==> config.mk <==
export PLATFORM = sky130hd
export DESIGN_NAME = adc_peak_meter
export DESIGN_NICKNAME = d
export VERILOG_FILES = /design/src/rtl/adcpk_pkg.sv /design/src/rtl/adcpk_rst_sync.sv /design/src/rtl/adcpk_mag.sv /design/src/rtl/adcpk_track.sv /design/src/rtl/adcpk_log.sv /design/src/rtl/adc_peak_meter.sv
export SDC_FILE = /design/constraint.sdc
export NUM_CORES = 1
export LEC_CHECK = 0
export CAP_MARGIN = 25
export CORE_MARGIN = 5
export CORE_UTILIZATION = 30
export DETAILED_ROUTE_END_ITERATION = 8
export PLACE_DENSITY = 0.53
export SKIP_LAST_GASP = 1
export SYNTH_ARGS = -nofsm -noshare
export SYNTH_HDL_FRONTEND = slang
export SYNTH_SLANG_ARGS = --single-unit
==> constraint.sdc <==
create_clock -name clk -period 11 [get_ports clk]
set_input_delay 2.2 -clock clk [delete_from_list [all_inputs] [get_ports clk]]
set_output_delay 2.2 -clock clk [all_outputs]
set_load 0.1 [all_outputs]
==> src/rtl/adcpk_pkg.sv <==
package adcpk_pkg;

  localparam int SMP_W  = 24;
  localparam int CODE_W = 6;
  localparam int STEPS  = 64;
  localparam int NUM_CH = 2;

  // Magnitude threshold of step n: full scale (2^(w-1)) attenuated by (n+1) dB.
  function automatic int unsigned step_thr(input int n, input int w);
    real lvl;
    lvl = (2.0 ** (w - 1)) * (10.0 ** (-(n + 1) / 20.0));
    return $rtoi(lvl);
  endfunction

endpackage

==> src/rtl/adcpk_rst_sync.sv <==
module adcpk_rst_sync (
  input  logic clk,
  input  logic arst_n,
  output logic srst_n
);

  logic [1:0] sync_q;

  always_ff @(posedge clk or negedge arst_n) begin
    if (!arst_n) sync_q <= 2'b00;
    else         sync_q <= {sync_q[0], 1'b1};
  end

  assign srst_n = sync_q[1];

endmodule

==> src/rtl/adcpk_mag.sv <==
module adcpk_mag #(
  parameter int SMP_W = 24,
  localparam int MAG_W = SMP_W - 1
) (
  input  logic [SMP_W-1:0] smp,
  output logic [MAG_W-1:0] mag
);

  logic [SMP_W-1:0] neg;
  logic             is_min;

  always_comb begin
    neg    = ~smp + 1'b1;
    is_min = smp[SMP_W-1] && (smp[MAG_W-1:0] == '0);
    if (is_min)              mag = '1;                 // R5 saturate
    else if (smp[SMP_W-1])   mag = neg[MAG_W-1:0];
    else                     mag = smp[MAG_W-1:0];
  end

endmodule

==> src/rtl/adcpk_track.sv <==
module adcpk_track #(
  parameter int MAG_W = 23
) (
  input  logic             clk,
  input  logic             rst_n,
  input  logic             vld,
  input  logic [MAG_W-1:0] mag,
  input  logic             rd,
  output logic [MAG_W-1:0] peak
);

  logic [MAG_W-1:0] peak_q;
  logic [MAG_W-1:0] peak_nxt;
  logic             peak_en;
  logic             grow;

  always_comb begin
    grow     = vld && (mag > peak_q);
    peak_en  = rd || grow;
    if (rd) peak_nxt = vld ? mag : '0;   // R6 sample joins new interval
    else    peak_nxt = mag;
  end

  always_ff @(posedge clk or negedge rst_n) begin
    if (!rst_n)       peak_q <= '0;
    else if (peak_en) peak_q <= peak_nxt;
  end

  assign peak = peak_q;

  a_r3_no_drop: assert property (@(posedge clk) disable iff (!rst_n)
    !rd |=> peak_q >= $past(peak_q));

  a_r8_idle_stable: assert property (@(posedge clk) disable iff (!rst_n)
    (!rd && !vld) |=> $stable(peak_q));

  a_r6_read_keeps_sample: assert property (@(posedge clk) disable iff (!rst_n)
    (rd && vld) |=> peak_q == $past(mag));

  a_r4_read_clears: assert property (@(posedge clk) disable iff (!rst_n)
    (rd && !vld) |=> peak_q == '0);

endmodule

==> src/rtl/adcpk_log.sv <==
module adcpk_log #(
  parameter int MAG_W  = 23,
  parameter int CODE_W = 6,
  parameter int STEPS  = 64,
  localparam int N_CMP = STEPS - 1
) (
  input  logic [MAG_W-1:0]  mag,
  output logic [CODE_W-1:0] code
);

  logic [N_CMP-1:0] below;

  for (genvar n = 0; n < N_CMP; n++) begin : g_cmp
    localparam logic [MAG_W-1:0] THR = MAG_W'(adcpk_pkg::step_thr(n, MAG_W + 1));
    assign below[n] = (mag < THR);
  end

  // Thresholds fall with n, so the count of thresholds above the magnitude is the code.
  always_comb begin
    code = '0;
    for (int n = 0; n < N_CMP; n++) begin
      code = code + CODE_W'(below[n]);
    end
  end

endmodule

==> src/rtl/adc_peak_meter.sv <==
module adc_peak_meter #(
  parameter int SMP_W  = adcpk_pkg::SMP_W,
  parameter int CODE_W = adcpk_pkg::CODE_W,
  parameter int STEPS  = adcpk_pkg::STEPS,
  parameter int NUM_CH = adcpk_pkg::NUM_CH,
  localparam int MAG_W = SMP_W - 1
) (
  input  logic                           clk,
  input  logic                           rst_n,
  input  logic [NUM_CH-1:0]              smp_vld,
  input  logic [NUM_CH-1:0][SMP_W-1:0]   smp_data,
  input  logic [NUM_CH-1:0]              rd_stb,
  output logic [NUM_CH-1:0][CODE_W-1:0]  pk_db
);

  localparam logic [CODE_W-1:0] QUIET = CODE_W'(STEPS - 1);

  logic srst_n;

  adcpk_rst_sync u_rst (
    .clk    (clk),
    .arst_n (rst_n),
    .srst_n (srst_n)
  );

  for (genvar c = 0; c < NUM_CH; c++) begin : g_ch
    logic [MAG_W-1:0] mag;
    logic [MAG_W-1:0] peak;

    adcpk_mag #(.SMP_W(SMP_W)) u_mag (
      .smp (smp_data[c]),
      .mag (mag)
    );

    adcpk_track #(.MAG_W(MAG_W)) u_trk (
      .clk   (clk),
      .rst_n (srst_n),
      .vld   (smp_vld[c]),
      .mag   (mag),
      .rd    (rd_stb[c]),
      .peak  (peak)
    );

    adcpk_log #(.MAG_W(MAG_W), .CODE_W(CODE_W), .STEPS(STEPS)) u_log (
      .mag  (peak),
      .code (pk_db[c])
    );

    a_r4_empty_read: assert property (@(posedge clk) disable iff (!srst_n)
      (rd_stb[c] && !smp_vld[c]) |=> pk_db[c] == QUIET);

    a_r1_ch_isolated: assert property (@(posedge clk) disable iff (!srst_n)
      (!rd_stb[c] && !smp_vld[c]) |=> $stable(pk_db[c]));

    a_r3_code_no_rise: assert property (@(posedge clk) disable iff (!srst_n)
      !rd_stb[c] |=> pk_db[c] <= $past(pk_db[c]));
  end

endmodule

==> run metrics <==
Crit. End Element=primary output; clk buf depth=2; die width=210.4 um; ys async rst share=100.0%; initial antenna violation count=0; layout cells sized above 1=8.761%; vias=13550; vias in the first global route=13130; post-DR vias/cell=5.996; HPWL Detailed=43.64 mm; syn_nets=1919; TNS Setup=0 ns; outcome=finished clean; mapped cell area=12040 sq um; HP Class=flop to flop; Req. time, crit path=8.80 ns; Tcrit/Tclk final=96.22%; Clock Sinks=48; Top Ports=66; antenna diode count=0; leading area contributor after synthesis=fa_1; Pre-antenna DRT Iters=8; nets=1970; global placer's final weighted congestion=1.040; Worst Reg2Reg Path Length in Cells=10; Area Overhead vs Synth=14.06%; Root Driver=clkbuf_16; max-cap viol count=0; Core Area=39730 sq um; DR WL/cell=23.59 um; Arrival @ worst endpoint=8.38 ns; H-Tree Depth=2; Die ar.=44250 sq um; Worst-Margin Slew=1.059 ns; EDFF count, synth=0; Initial Utilization=30.31%; synthesis-stage register bit count=48; GRT Util Overall=23.66%; sequential area share after synthesis=9.974%; final hold vios=0; post-route cell area=13740 sq um; Hold Crit Depth=0; synth top area cells=fa_1 18%, dfrtp_1 10%, ha_1 7.9%; clock skew=0.008498 ns; first-pass GRT wire length=82.61 mm; initial DRC count=1663; crit path max fanout=13; fin. max-slew vios=0; Max-Slew Margin vs Limit=29.20%; Clk pin slew, worst setup/hold paths=0.07 ns; DR DRC count=0; Yosys warnings=0; library cells used by synthesis=81; DRT antenna net count=0; Die Y-Extent=210.4 um; Top FF cell, synth=dfrtp_1; row count=73; startpoint types=flop; syn_area_per_cell=7.156 sq um; PortBufs=65; GRT Residual Overflow=0; clock latency on the worst-skew pair=0.32 ns; Yosys top cell area share=17.62%; final wirelength=53.31 mm; Placed Area=13510 sq um; endpoints failing setup=0; TritonCTS clock tree=built; min Tclk post-route=10.58 ns; Fmax=0.09448 GHz; largest net degree at the start of global routing=47; Fill cells=4279; Syn Inst Count=1683; total clock buffers created by CTS=5; critical path class=flop to primary output; RSZ-0062 raised after global routing=no
[cells in the mapped netlist (8+ instances only)]
cell and instances:
ha_1 76, or3_1 16, or2_2 12, dfrtp_1 48, o311ai_0 14, clkinv_1 16
nand3_1 78, o211ai_1 15, fa_1 106, buf_1 8, nand4_1 23, a22o_1 19
a31oi_1 40, o21ai_0 182, clkbuf_1 82, o21bai_1 10, nor2_1 133, a41oi_1 10
nor3_1 40, o21ai_1 13, a21o_1 16, and3_1 12, nor4_1 18, o31ai_1 26
a21oi_1 181, nand2_1 158, inv_1 156, mux2i_1 25
[layout make-up]
class                   instances  area [sq um]  area share (%)
well taps                     525         656.9           4.782
clock inverters                 2         10.01         0.07287
repair buffers                147          1341           9.765
clock buffers                   6         138.9           1.011
multi-input cells            1359          9731           70.84
flip-flops and latches         48          1205           8.772
inverters                     173         653.1           4.755
[sequential cells by signal, indices dropped and copies added, names as in the netlist]
signal,count
g_ch.u_trk.peak,46
u_rst.sync_q,2
[repair_timing]
| item | 4_1_cts | 5_1_grt |
|---|---|---|
| endpoints found under the setup margin | 0 | 6 |
| hold buffers | 0 | 0 |
| setup buffers | 0 | 4 |
| resized for setup | 0 | 7 |
[critical path: stages (launching register included)]
cell and delay (ns):
dfrtp_1 0.68, nand4bb_1 0.42, o21ai_0 0.36, a31oi_1 0.09, o21ai_0 0.17, nand2_1 0.08
nand2_1 0.08, nand3_1 0.08, ha_1 0.30, inv_1 0.05, fa_1 0.55, inv_1 0.06
fa_1 0.50, fa_1 0.54, fa_1 0.52, fa_1 0.52, fa_1 0.54, inv_1 0.05
fa_1 0.54, inv_1 0.06, fa_1 0.49, ha_1 0.24, fa_1 0.41, a21oi_1 0.17
nor2_1 0.05, nor2_1 0.11, xnor2_1 0.18, buf_12 0.21
[per-stage QoR]
| step | setup WS (ns) | hold slack, ns | instances | util, % |
|---|---|---|---|---|
| after floorplan | 0.1458 | 0.3312 | 1683 | - |
| after global placement | 0.5620 | 0.3386 | 2247 | 34.00 |
| after detailed placement | 0.5138 | 0.3433 | 2247 | 34.00 |
| after CTS | 0.1320 | 0.3584 | 2255 | 34.38 |
| after global routing | 0.003831 | 0.3794 | 2260 | 34.57 |
| final | 0.4156 | 0.3536 | 2260 | 34.57 |
[path summary, 6_finish.rpt]
| kind | from | slack, ns | to |
|---|---|---|---|
| min in group asynchronous | u_rst.sync_q[1] | 0.39 | g_ch[0].u_trk.peak[16] |
| max | g_ch[1].u_trk.peak[13] | 0.42 | pk_db[10] |
| min reg2reg | u_rst.sync_q[0] | 0.35 | u_rst.sync_q[1] |
| max in group asynchronous | rst_n | 8.82 | u_rst.sync_q[1] |
| max reg2reg | g_ch[0].u_trk.peak[17] | 6.99 | g_ch[0].u_trk.peak[16] |
| min | u_rst.sync_q[0] | 0.35 | u_rst.sync_q[1] |
[metal layers]
metal	global-route usage [%]	vias to the layer above	routed length [um]
li1	-	6174	-
met1	33.43	6548	23380
met2	37.98	719	24110
met3	3.349	109	3958
met4	6.548	0	1871
met5	0	-	0
[cell usage in the layout (no fill, tap or decap), drive strengths merged, types with 27 or more instances in the layout]
| cell type | count |
|---|---|
| nand2 | 158 |
| o31ai | 27 |
| a21oi | 184 |
| nor3 | 41 |
| inv | 157 |
| fa | 106 |
| ha | 76 |
| nor2 | 133 |
| clkdlybuf4s50 | 53 |
| buf | 93 |
| o21ai | 200 |
| nand3 | 78 |
| a31oi | 41 |
| dfrtp | 48 |
[logic make-up after synthesis]
logic type               after synthesis  share of synthesized area (%)
multiplexers                          26                          2.171
buffers and inverters                276                          9.351
adder cells (fa/ha/maj)              182                          25.52
AO/OA/AOI/OAI                        607                          31.01
other                                  1                        0.03114
AND/OR/NAND/NOR                      535                          21.36
XOR/XNOR                               8                         0.5818
flip-flops                            48                          9.974
Power is not shown: default switching activity piles up to over one toggle a cycle in this logic, so the estimate is an artifact.
